--- config.mk ---
export PLATFORM = sky130hd
export DESIGN_NAME = lbist_engine
export DESIGN_NICKNAME = d
export VERILOG_FILES = /design/src/rtl/lbist_pkg.sv /design/src/rtl/lbist_prpg.sv /design/src/rtl/lbist_misr.sv /design/src/rtl/lbist_ctrl.sv /design/src/rtl/lbist_engine.sv
export SDC_FILE = /design/constraint.sdc
export NUM_CORES = 1
export LEC_CHECK = 0
export ABC_AREA = 0
export BUFFER_PORTS_ARGS = -buffer_cell sky130_fd_sc_hd__buf_2
export CAP_MARGIN = 20
export CORE_MARGIN = 5
export CORE_UTILIZATION = 35
export DETAILED_ROUTE_END_ITERATION = 8
export PLACE_DENSITY_LB_ADDON = 0.15
export SYNTH_ARGS = -nofsm -noshare
export SYNTH_HDL_FRONTEND = slang
export SYNTH_SLANG_ARGS = --single-unit
--- constraint.sdc ---
create_clock -name clk -period 3.7 [get_ports clk]
set_input_delay 1.11 -clock clk [delete_from_list [all_inputs] [get_ports clk]]
set_output_delay 1.11 -clock clk [all_outputs]
set_load 0.05 [all_outputs]
--- src/rtl/lbist_pkg.sv ---
// Shared types for the logic self-test engine.
package lbist_pkg;
    // Run sequencer states.
    typedef enum logic [2:0] {
        ST_IDLE,
        ST_SEED,
        ST_RUN,
        ST_COMPARE,
        ST_DONE
    } bist_state_t;
endpackage

--- src/rtl/lbist_prpg.sv ---
// Pseudo-random pattern generator, external-XOR form.
// The feedback is the XOR of the state bits selected by TAPS, shifted in at
// the MSB while the register moves right. Assumes WIDTH >= 2 and a nonzero
// seed; the all-zero state is a lock-up state that is never loaded.
module lbist_prpg #(
    parameter int WIDTH = 3,
    parameter logic [WIDTH-1:0] TAPS = 3'b011
) (
    input  logic             clk,
    input  logic             rst_n,
    input  logic             load,
    input  logic             step,
    input  logic [WIDTH-1:0] seed,
    output logic [WIDTH-1:0] state_o
);
    localparam int MSB = WIDTH - 1;

    logic [WIDTH-1:0] cur;
    logic             fb;

    // Feedback bit from the tapped positions.
    always_comb fb = ^(cur & TAPS);

    // Load the seed, or shift one position per pattern cycle.
    always_ff @(posedge clk) begin
        if (!rst_n)    cur <= '0;
        else if (load) cur <= seed;
        else if (step) cur <= {fb, cur[MSB:1]};
    end

    assign state_o = cur;

    AST_NO_LOCKUP: assert property (@(posedge clk) disable iff (!rst_n)
        (step && !load && cur != '0) |=> (cur != '0));
    AST_GEN_HOLD: assert property (@(posedge clk) disable iff (!rst_n)
        (!step && !load) |=> $stable(cur));
endmodule

--- src/rtl/lbist_misr.sv ---
// Multiple-input signature register, modular (internal-XOR) form.
// Each absorb cycle multiplies the state by x modulo the polynomial whose
// low coefficients are POLY, then XORs the parallel input in. A clear forces
// the state to zero so no unknown value is ever compacted.
module lbist_misr #(
    parameter int WIDTH = 3,
    parameter logic [WIDTH-1:0] POLY = 3'b011
) (
    input  logic             clk,
    input  logic             rst_n,
    input  logic             clear,
    input  logic             absorb,
    input  logic [WIDTH-1:0] din,
    output logic [WIDTH-1:0] sig_o
);
    localparam int MSB = WIDTH - 1;

    logic [WIDTH-1:0] sig;
    logic [WIDTH-1:0] nxt;

    // Per-bit next value: shifted-in neighbour, feedback tap, data input.
    for (genvar i = 0; i < WIDTH; i++) begin : g_bit
        if (i == 0) begin : g_low
            assign nxt[i] = (sig[MSB] & POLY[i]) ^ din[i];
        end else begin : g_up
            assign nxt[i] = sig[i-1] ^ (sig[MSB] & POLY[i]) ^ din[i];
        end
    end

    // Clear before a run, absorb on pattern cycles, hold otherwise.
    always_ff @(posedge clk) begin
        if (!rst_n)      sig <= '0;
        else if (clear)  sig <= '0;
        else if (absorb) sig <= nxt;
    end

    assign sig_o = sig;

    AST_CLEAR_ZERO: assert property (@(posedge clk) disable iff (!rst_n)
        clear |=> (sig == '0));
    AST_SIG_HOLD: assert property (@(posedge clk) disable iff (!rst_n)
        (!clear && !absorb) |=> $stable(sig));
endmodule

--- src/rtl/lbist_ctrl.sv ---
// Run sequencer and signature comparator.
// Accepts a start only in idle or done with a nonzero seed, spends one
// cycle seeding, pat_count cycles stepping, one cycle comparing, then holds
// the verdict until the next accepted start. Inputs are assumed stable
// from the start request until the seeding cycle ends.
module lbist_ctrl
    import lbist_pkg::*;
#(
    parameter int WIDTH = 3,
    parameter int CNT_W = 16
) (
    input  logic             clk,
    input  logic             rst_n,
    input  logic             start,
    input  logic [WIDTH-1:0] seed,
    input  logic [CNT_W-1:0] pat_count,
    input  logic [WIDTH-1:0] signature,
    input  logic [WIDTH-1:0] golden,
    output logic             load,
    output logic             step,
    output logic             busy,
    output logic             done,
    output logic             pass,
    output logic             fail
);
    localparam logic [CNT_W-1:0] CNT_ONE  = CNT_W'(1);
    localparam logic [CNT_W-1:0] CNT_ZERO = '0;

    bist_state_t      st, st_nxt;
    logic [CNT_W-1:0] remain;
    logic             accept;
    logic             pass_q, fail_q;

    // Start is honoured only when no run is active and the seed is usable.
    always_comb accept = (st == ST_IDLE || st == ST_DONE) && start && (seed != '0);

    // Next-state decode.
    always_comb begin
        st_nxt = st;
        case (st)
            ST_IDLE, ST_DONE: if (accept) st_nxt = ST_SEED;
            ST_SEED:    st_nxt = (pat_count == CNT_ZERO) ? ST_COMPARE : ST_RUN;
            ST_RUN:     if (remain == CNT_ONE) st_nxt = ST_COMPARE;
            ST_COMPARE: st_nxt = ST_DONE;
            default:    st_nxt = ST_IDLE;
        endcase
    end

    // State register.
    always_ff @(posedge clk) begin
        if (!rst_n) st <= ST_IDLE;
        else        st <= st_nxt;
    end

    // Pattern countdown, loaded while seeding.
    always_ff @(posedge clk) begin
        if (!rst_n)               remain <= '0;
        else if (st == ST_SEED)   remain <= pat_count;
        else if (st == ST_RUN)    remain <= remain - CNT_ONE;
    end

    // Verdict: cleared on acceptance, set by the compare cycle, else held.
    always_ff @(posedge clk) begin
        if (!rst_n) begin
            pass_q <= 1'b0;
            fail_q <= 1'b0;
        end else if (accept) begin
            pass_q <= 1'b0;
            fail_q <= 1'b0;
        end else if (st == ST_COMPARE) begin
            pass_q <= (signature == golden);
            fail_q <= (signature != golden);
        end
    end

    assign load = (st == ST_SEED);
    assign step = (st == ST_RUN);
    assign busy = (st == ST_SEED) || (st == ST_RUN) || (st == ST_COMPARE);
    assign done = (st == ST_DONE);
    assign pass = pass_q;
    assign fail = fail_q;

    AST_VERDICT_EXCL: assert property (@(posedge clk) disable iff (!rst_n)
        !(pass_q && fail_q));
    AST_RUN_COUNT_LIVE: assert property (@(posedge clk) disable iff (!rst_n)
        (st == ST_RUN) |-> (remain != CNT_ZERO));
    AST_ZERO_SEED_IGNORED: assert property (@(posedge clk) disable iff (!rst_n)
        (st == ST_IDLE && seed == '0) |=> (st == ST_IDLE));
    AST_VERDICT_HELD: assert property (@(posedge clk) disable iff (!rst_n)
        (st == ST_DONE && !accept) |=> ($stable(pass_q) && $stable(fail_q)));
    AST_RUN_NOT_RESTARTED: assert property (@(posedge clk) disable iff (!rst_n)
        (st == ST_RUN) |=> (st == ST_RUN || st == ST_COMPARE));
    AST_SEED_ONE_CYCLE: assert property (@(posedge clk) disable iff (!rst_n)
        (st == ST_SEED) |=> (st == ST_RUN || st == ST_COMPARE));
endmodule

--- src/rtl/lbist_engine.sv ---
// Logic self-test engine: pattern generator, signature compactor and the
// sequencer/comparator that drives them. The circuit under test sits
// outside, between pattern and cut_resp, and must be combinational.
module lbist_engine #(
    parameter int WIDTH = 3,
    parameter int CNT_W = 16,
    parameter logic [WIDTH-1:0] GEN_TAPS  = 3'b011,
    parameter logic [WIDTH-1:0] MISR_POLY = 3'b011
) (
    input  logic             clk,
    input  logic             rst_n,
    input  logic             start,
    input  logic [WIDTH-1:0] seed,
    input  logic [CNT_W-1:0] pat_count,
    input  logic [WIDTH-1:0] golden,
    output logic [WIDTH-1:0] pattern,
    input  logic [WIDTH-1:0] cut_resp,
    output logic [WIDTH-1:0] signature,
    output logic             busy,
    output logic             done,
    output logic             pass,
    output logic             fail
);
    logic load, step;

    lbist_ctrl #(.WIDTH(WIDTH), .CNT_W(CNT_W)) u_ctrl (
        .clk(clk), .rst_n(rst_n), .start(start), .seed(seed),
        .pat_count(pat_count), .signature(signature), .golden(golden),
        .load(load), .step(step), .busy(busy), .done(done),
        .pass(pass), .fail(fail)
    );

    lbist_prpg #(.WIDTH(WIDTH), .TAPS(GEN_TAPS)) u_prpg (
        .clk(clk), .rst_n(rst_n), .load(load), .step(step),
        .seed(seed), .state_o(pattern)
    );

    lbist_misr #(.WIDTH(WIDTH), .POLY(MISR_POLY)) u_misr (
        .clk(clk), .rst_n(rst_n), .clear(load), .absorb(step),
        .din(cut_resp), .sig_o(signature)
    );
endmodule

==> impl_metrics.py, run 1 <==
metrics = {
    "logic_synthesis": {
        "synth_top_area_frac": 0.343,
        "ys_ff_latch": 27,
        "syn_area_mm2": 0.00158,
        "synth_top_family_by_area": "simple AND/OR/NAND/NOR gates",
        "synthSimpleGateAreaFrac": 0.306,
        "synth_xor_area_frac": 0.0889,
        "ys.flop_type": "dfxtp_1",
        "yosys.area.top_type": "dfxtp_1",
        "yosysWarnings": 0,
        "synth-edff-count": 0,
        "synthTopCellsByCount": "dfxtp_1, nand3_1, nor2_1",
        "synthTopCellsByArea": "dfxtp_1, nand3_1, xnor2_1, nor2_1, xor2_1",
        "synthAdderAreaFrac": 0.0159,
        "yosysSeqAreaShare": 0.343,
        "synth.avg_cell_area_um2": 8.17,
        "synth.area.mux_share": 0.00635,
        "synth-async-reset-ratio": 0,
        "synth-compound-area-share": 0.200,
        "synthCells": 193,
        "syn_nets": 223,
        "synth.distinct_cells": 44,
        "synth_most_common_cell": "dfxtp_1",
    },
    "grt": {
        "antenna_found_initial": 0,
        "grt_max_degree": 31,
        "grt_pass1_vias": 1465,
        "groute.usage.overall": 0.135,
        "grt_overflow": 0,
        "grt_pass1_wl_um": 6830,
    },
    "pwr": {
        "combPwrFrac": 0.424,
        "power-per-cell-area_mw_per_mm2": 540,
        "p_int_uw": 592,
        "power.clock.fraction": 0.174,
        "switching_share": 0.402,
        "power_uw": 990,
        "ir_drop_uv": 256,
        "power_leakage_uw": 0.000703,
        "p_switching_uw": 397,
        "seq_power_share": 0.401,
    },
    "layout": {
        "diodes": 0,
        "drive_gt1_frac": 0.223,
        "regArea_um2": 541,
        "area_growth_syn_to_layout_pct": 16.2,
        "post-route-util": 0.421,
        "multi_input_area_um2": 972,
        "fillers": 470,
        "nets": 255,
    },
    "drt": {
        "drc_errors": 0,
        "dr.pass1.iters": 4,
        "finalWirelength_um": 3930,
        "top_layer": "met4",
        "wl_per_cell_um": 14.2,
        "vias": 1501,
        "drt-initial-drc-count": 60,
        "vias_per_cell": 5.44,
        "routed-wl-met3_um": 222,
        "wl_met2_um": 1680,
        "wl_met1_um": 1990,
        "postRouteAntennaNets": 0,
    },
    "sta": {
        "finalSetupViolCount": 0,
        "fin_crit_sh": 0.686,
        "post-route-min-period_ns": 2.54,
        "worst-slew-pin-transition_ns": 0.859,
        "max_freq_ghz": 0.394,
        "rsz0062_at_grt": "false",
        "max-slew-margin-rel": 0.425,
        "hold_viol": 0,
        "fin_tns_setup_ns": 0,
        "clock-skew-final_ns": 0.00467,
        "drv_slew": 0,
    },
    "critical_path": {
        "worstPathRequired_ns": 2.59,
        "critical_path_class": "flip-flop to output port",
        "critPathLaunchType": "flip-flop",
        "crit_arrival_ns": 1.43,
        "cpPeakStageDelay_ns": 0.45,
        "cp_max_fo": 13,
        "crit_path_top_delay_cell": "dfxtp_1",
        "r2r_start": "u_ctrl.st[0]",
        "cp_cell_sequence": "nor2_1 > and2_1 > buf_2",
        "crit_start": "u_ctrl.st[0]",
        "cp-end-kind": "output port",
        "r2r_cells": 6,
    },
    "floorplanning": {
        "die-area_mm2": 0.00595,
        "die_x_um": 77.1,
        "core_mm2": 0.00435,
        "num_rows": 24,
        "boundaryPins": 38,
        "initial_core_util": 0.362,
        "fp.dieH_um": 77.1,
    },
    "clock_network": {
        "htree_levels": 1,
        "path_clk_slew_ns": 0.09,
        "hold_buffers": 0,
        "worstSkewPairLatency_ns": 0.28,
        "cts_tree": "built",
        "cts-root-buf": "clkbuf_8",
        "numCtsBuffers": 3,
        "cts.sinks": 27,
        "cts.path.max_buffers": 2,
        "cts_resized": 0,
        "post-cts-setup-buffers": 0,
    },
    "place": {
        "finalWeightedCongestion": 0.755,
        "io_buffers": 37,
        "place_hpwl_um": 2860,
    },
    "hold_path": {
        "holdPathStages": 2,
        "worst_hold_path_type": "flip-flop to flip-flop",
        "min_from": "u_ctrl.pass",
    },
    "flow_run": {
        "drv_cap": 0,
    },
    "status": {
        "status": "completed",
    },
}
==> power by group through the flow <==
| stage | sequential, µW | clock (µW) | combinational [µW] |
|---|---|---|---|
| after detailed placement | 404 | 0 | 418 |
| after floorplan | 407 | 0 | 324 |
| final | 397 | 172 | 420 |
| after CTS | 397 | 181 | 421 |
| after global placement | 405 | 0 | 420 |
| after global routing | 406 | 186 | 470 |
==> flip-flops by register name (all words and copies together), names as in the netlist <==
name and count:
u_ctrl.remain 16, u_ctrl.st 3, u_misr.sig_o 3, u_prpg.state_o 3, u_ctrl.fail 1, u_ctrl.pass 1
==> metrics by stage <==
stage / std cells / instance area, µm² / hold slack (ns) / setup slack [ns]
after floorplan: 193 / 1580 / 0.485 / 1.18
after detailed placement: 272 / 1790 / 0.482 / 1.30
after CTS: 276 / 1830 / 0.506 / 1.11
after global placement: 272 / 1790 / 0.483 / 1.33
after global routing: 276 / 1830 / 0.537 / 1.00
final: 276 / 1830 / 0.498 / 1.16
==> cells by family (layout without fill, tap and decap cells) <==
kind of cell | Yosys count | count (layout)
muxes | 1 | 1
and+or+nand+nor | 90 | 90
DFF | 27 | 27
adders and majority gates | 2 | 2
buffers and inverters | 14 | 45
AOI/OAI and AO/OA | 43 | 43
xor gates and xnor gates | 16 | 16
==> layer usage <==
| metal | track usage | up-vias |
|---|---|---|
| li1 | - | 762 |
| met5 | 0 | - |
| met3 | 0.0445 | 4 |
| met2 | 0.207 | 38 |
| met4 | 0.0241 | 0 |
| met1 | 0.185 | 697 |
==> worst paths after layout <==
kind	end	slack [ns]
worst max-delay path	done	1.16
worst min-delay path	u_ctrl.pass	0.50
worst max register to register	u_ctrl.remain[3]	1.59
worst min register to register	u_ctrl.pass	0.50
==> final cells by class <==
type                            count  area share
Clock inverter                      1     0.00273
Sequential cell                    27       0.295
Clock buffer                        3      0.0225
Tap cell                           52      0.0355
Multi-Input combinational cell    152       0.531
Inverter                            2     0.00410
Timing Repair Buffer               39       0.109
==> critical path: cells and delay by family, from the launching register on <==
kind / cells / cell delay, ns
flip-flops: 1 / 0.45
AND/OR/NAND/NOR: 2 / 0.45
buffers and inverters: 1 / 0.27
==> cells in the final DEF (no fill, tap or decap), types with 2 or more instances in the layout <==
cell,instances
dfxtp_1,27
nor3b_1,2
a211oi_1,2
o211ai_1,5
inv_1,2
o311ai_0,3
nor2_1,18
ha_1,2
a22oi_1,2
nor3_1,7
a21boi_0,7
nor3b_2,2
nor2b_1,5
a221oi_1,3
o21ai_0,7
and2_1,4
nand3b_1,2
xor2_1,7
nand3_1,19
or4_1,2
nand2_1,15
buf_4,2
nor4_1,7
clkbuf_8,3
buf_2,37
a21oi_1,5
xnor2_1,9
o31ai_1,2
Power figures use the tool's default switching activity.
==> inputs of run 2 (changes only) <==
Clock period 3.7 ns to 2.3 ns, I/O delays scaled along.
==> impl_metrics.py, run 2 (synthesis results as in run 1) <==
metrics = {
    "critical_path": {
        "cp_cell_sequence": "nor2_1 > and2_1 > buf_2",
        "critPathLaunchType": "flip-flop",
        "cp_top_family": "simple AND/OR/NAND/NOR gates",
        "crit_arrival_ns": 1.45,
        "cpPeakStageDelay_ns": 0.45,
        "r2r_cells": 5,
        "cp_max_fo": 13,
        "worstPathRequired_ns": 1.61,
        "critical_path_class": "flip-flop to output port",
        "path_buf_inv": 1,
        "cp-end-kind": "output port",
        "r2r-end": "u_ctrl.remain[3]",
        "reg2reg_slack_ns": 0.36,
        "r2r_start": "u_ctrl.st[1]",
        "crit_path_top_delay_cell": "dfxtp_1",
    },
    "layout": {
        "drive_gt1_frac": 0.222,
        "mostFrequentLayoutCells": "buf_2, dfxtp_1, nand3_1",
        "area_growth_syn_to_layout_pct": 16.6,
        "diodes": 0,
        "layout_commonest_cell": "buf_2",
        "stdcell_count": 277,
        "multi_input_area_um2": 972,
        "regArea_um2": 541,
        "fillers": 442,
        "nets": 256,
        "largest_reg_flops": 16,
        "design_area_mm2": 0.00184,
        "regMostFlops": "u_ctrl.remain",
    },
    "sta": {
        "post-route-min-period_ns": 2.14,
        "rsz0062_at_grt": "false",
        "max_freq_ghz": 0.468,
        "worst-slew-pin-transition_ns": 0.821,
        "drv_slew": 0,
        "fin_crit_sh": 0.928,
        "hold_viol": 0,
        "max-slew-margin-rel": 0.451,
        "setup_ws_ns": 0.164,
        "clock-skew-final_ns": 0.00334,
        "finalSetupViolCount": 0,
        "fin_tns_setup_ns": 0,
        "holdWs_ns": 0.491,
    },
    "clock_network": {
        "cts_resized": 0,
        "hold_buffers": 0,
        "worstSkewPairLatency_ns": 0.27,
        "cts.path.max_buffers": 2,
        "htree_levels": 1,
        "cts-root-buf": "clkbuf_8",
        "cts_tree": "built",
        "numCtsBuffers": 3,
        "post-cts-setup-buffers": 0,
        "cts.sinks": 27,
        "path_clk_slew_ns": 0.09,
    },
    "grt": {
        "grt_overflow": 0,
        "antenna_found_initial": 0,
        "grt_pass1_vias": 1427,
        "groute.usage.overall": 0.134,
        "grt_max_degree": 19,
        "grt_pass1_wl_um": 6790,
    },
    "pwr": {
        "ir_drop_uv": 387,
        "power_leakage_uw": 0.000705,
        "power-per-cell-area_mw_per_mm2": 861,
    },
    "drt": {
        "vias_per_cell": 5.34,
        "vias": 1478,
        "wl_per_cell_um": 14.4,
        "drt-initial-drc-count": 105,
        "dr.pass1.iters": 4,
        "drc_errors": 0,
        "postRouteAntennaNets": 0,
        "finalWirelength_um": 4000,
    },
    "place": {
        "place_area_mm2": 0.00179,
        "place_hpwl_um": 3010,
        "dp_slack_ns": 0.366,
        "io_buffers": 37,
        "finalWeightedCongestion": 0.797,
        "placedCellCount": 273,
    },
    "flow_run": {
        "drv_cap": 0,
    },
    "hold_path": {
        "min_to": "u_ctrl.pass",
        "min_from": "u_ctrl.pass",
        "holdPathStages": 2,
        "worst_hold_path_type": "flip-flop to flip-flop",
    },
    "floorplanning": {
        "core_mm2": 0.00435,
        "initial_core_util": 0.362,
        "boundaryPins": 38,
        "die_x_um": 77.1,
        "num_rows": 24,
        "fp.dieH_um": 77.1,
        "die-area_mm2": 0.00595,
    },
    "status": {
        "status": "completed",
    },
}
run 2: changes by cell type in the layout (fill, tap and decap cells not counted), sizes merged:
cell,delta
clkinv,-1
clkbuf,+1
buf,+1
run 2: through the flow:
| step | total power (µW) | util |
|---|---|---|
| 2_1_floorplan | 1180 | - |
| 3_3_place_gp | 1330 | 0.412 |
| 3_5_place_dp | 1320 | 0.412 |
| 4_1_cts | 1600 | 0.422 |
| 5_1_grt | 1720 | 0.422 |
| 6_report | 1580 | 0.422 |
run 2: where the power goes:
part / internal (µW) / switching [µW] / total, µW
clock: 124 / 142 / 266
sequential: 540 / 100 / 641
combinational: 292 / 384 / 675
run 2: area by class of cell:
| type | instances | share of cell area |
|---|---|---|
| clock buffers | 4 | 0.0245 |
| inverters | 2 | 0.00408 |
| multi-input cells | 152 | 0.529 |
| flip-flops and latches | 27 | 0.294 |
| well taps | 52 | 0.0354 |
| repair buffers | 40 | 0.113 |
run 2: worst min-delay path, cell delays in order, from the launching register on:
cell and delay (ns):
dfxtp_1 0.33, a21oi_1 0.06, nor2_1 0.07
run 2: how the worst max path moves through the flow:
stage,start,end,depth (start not counted)
after floorplan,u_ctrl.st[0],busy,3
after global placement,pat_count[13],u_ctrl.st[0],5
after detailed placement,seed[1],u_ctrl.st[0],6
after CTS,u_ctrl.st[0],done,3
after global routing,u_ctrl.st[0],done,3
final,u_ctrl.st[0],done,3
run 2: per-layer routing:
layer  share of wire  vias to the layer above  GRT usage
met5               0                        -          0
met4           0.015                        0     0.0412
met3           0.056                        6     0.0258
met2            0.41                       32      0.194
met1            0.52                      676      0.199
li1                -                      764          -
==> inputs of run 3 (changes only) <==
Settings changed: BUFFER_PORTS_ARGS -buffer_cell sky130_fd_sc_hd__buf_2 to not set, DONT_BUFFER_PORTS set to 1, SKIP_LAST_GASP set to 1.
Clock period 2.3 ns to 2.5 ns, I/O delays scaled along.
==> impl_metrics.py, run 3 (synthesis results as in run 1) <==
metrics = {
    "status": {
        "status": "completed",
    },
    "pwr": {
        "seq_power_share": 0.442,
        "power.clock.fraction": 0.175,
        "combPwrFrac": 0.383,
        "ir_drop_uv": 291,
        "p_switching_uw": 568,
        "p_int_uw": 858,
        "switching_share": 0.398,
        "power_leakage_uw": 0.000546,
        "power-per-cell-area_mw_per_mm2": 863,
    },
    "sta": {
        "clock-skew-final_ns": 0.00245,
        "max_freq_ghz": 0.449,
        "post-route-min-period_ns": 2.23,
        "rsz0062_at_grt": "false",
        "drv_slew": 0,
        "hold_viol": 0,
        "fin_crit_sh": 0.891,
        "max-slew-margin-rel": 0.427,
        "setup_ws_ns": 0.273,
        "fin_tns_setup_ns": 0,
        "worst-slew-pin-transition_ns": 0.856,
        "finalSetupViolCount": 0,
    },
    "floorplanning": {
        "core_mm2": 0.00435,
        "num_rows": 24,
        "die_x_um": 77.1,
        "fp.dieH_um": 77.1,
        "boundaryPins": 38,
        "die-area_mm2": 0.00595,
        "initial_core_util": 0.362,
    },
    "flow_run": {
        "drv_cap": 0,
    },
    "drt": {
        "drc_errors": 0,
        "drt-initial-drc-count": 77,
        "wl_met1_um": 1910,
        "vias_per_cell": 5.81,
        "wl_met2_um": 1770,
        "dr.pass1.iters": 4,
        "finalWirelength_um": 3980,
        "vias": 1394,
        "top_layer": "met4",
        "postRouteAntennaNets": 0,
        "wl_per_cell_um": 16.6,
        "routed-wl-met3_um": 274,
    },
    "layout": {
        "layout_commonest_cell": "dfxtp_1",
        "regMostFlops": "u_ctrl.remain",
        "area_growth_syn_to_layout_pct": 4.84,
        "drive_gt1_frac": 0.0691,
        "mostFrequentLayoutCells": "dfxtp_1, nand3_1, nor2_1",
        "post-route-util": 0.380,
        "stdcell_count": 240,
        "largest_reg_flops": 16,
        "diodes": 0,
        "nets": 219,
        "fillers": 451,
    },
    "clock_network": {
        "cts.path.max_buffers": 2,
        "hold_buffers": 0,
        "cts_resized": 0,
        "cts_tree": "built",
        "htree_levels": 1,
        "worstSkewPairLatency_ns": 0.27,
        "numCtsBuffers": 3,
        "cts.sinks": 27,
        "post-cts-setup-buffers": 0,
        "path_clk_slew_ns": 0.09,
        "cts-root-buf": "clkbuf_8",
    },
    "critical_path": {
        "worstPathRequired_ns": 1.75,
        "cp-end-kind": "output port",
        "crit_path_top_delay_cell": "and2_1",
        "critical_path_class": "flip-flop to output port",
        "path_buf_inv": 0,
        "cp_top_family": "simple AND/OR/NAND/NOR gates",
        "cp_max_fo": 13,
        "critPathLaunchType": "flip-flop",
        "crit_arrival_ns": 1.48,
        "cp_cell_sequence": "nor2_1 > and2_1",
        "cpPeakStageDelay_ns": 0.51,
    },
    "place": {
        "dp_slack_ns": 0.522,
        "place_hpwl_um": 2930,
        "finalWeightedCongestion": 0.847,
        "io_buffers": 0,
        "placedCellCount": 236,
    },
    "grt": {
        "grt_pass1_vias": 1370,
        "grt_max_degree": 31,
        "groute.usage.overall": 0.134,
        "grt_pass1_wl_um": 6620,
        "antenna_found_initial": 0,
        "grt_overflow": 0,
    },
    "hold_path": {
        "worst_hold_path_type": "flip-flop to flip-flop",
    },
}
-- run 3: worst register-to-register path, stage by stage, from the launching register on --
cell      delay (ns)
dfxtp_1         0.57
nor3b_2         0.48
nor2_1          0.32
o21ai_0         0.22
o311ai_0        0.14
and2_1          0.18
-- run 3: area by class of cell --
| cell class | count | area (µm²) | area share |
|---|---|---|---|
| multi-input combinational | 152 | 972 | 0.588 |
| sequential | 27 | 541 | 0.327 |
| tap | 52 | 65.1 | 0.0394 |
| clock buffer | 4 | 45.0 | 0.0273 |
| timing repair buffer | 3 | 22.5 | 0.0136 |
| inverter | 2 | 7.51 | 0.00454 |
-- run 3: power groups by stage --
stage / combinational [µW] / sequential [µW] / clock [µW]
2_1_floorplan: 479 / 602 / 0
3_3_place_gp: 535 / 636 / 0
3_5_place_dp: 541 / 638 / 0
4_1_cts: 546 / 628 / 257
5_1_grt: 613 / 643 / 273
6_report: 546 / 630 / 249
-- run 3: path summary, 6_finish.rpt --
kind	depth (start not counted)	slack, ns	to	from
setup / recovery	2	0.27	done	u_ctrl.st[0]
hold / removal	2	0.54	u_ctrl.remain[8]	u_ctrl.remain[8]
setup reg to reg	5	0.50	u_ctrl.remain[3]	u_ctrl.st[1]
hold reg to reg	2	0.54	u_ctrl.remain[8]	u_ctrl.remain[8]
-- run 3: metrics by stage --
| stage | total power (µW) | area (µm²) | hold slack [ns] |
|---|---|---|---|
| 2_1_floorplan | 1080 | 1580 | 0.485 |
| 3_3_place_gp | 1170 | 1610 | 0.509 |
| 3_5_place_dp | 1180 | 1610 | 0.519 |
| 4_1_cts | 1430 | 1650 | 0.535 |
| 5_1_grt | 1530 | 1650 | 0.550 |
| 6_report | 1430 | 1650 | 0.538 |
-- run 3: layer usage --
| layer | GRT usage | vias up |
|---|---|---|
| li1 | - | 696 |
| met1 | 0.175 | 665 |
| met2 | 0.209 | 31 |
| met3 | 0.0457 | 2 |
| met4 | 0.0395 | 0 |
| met5 | 0 | - |
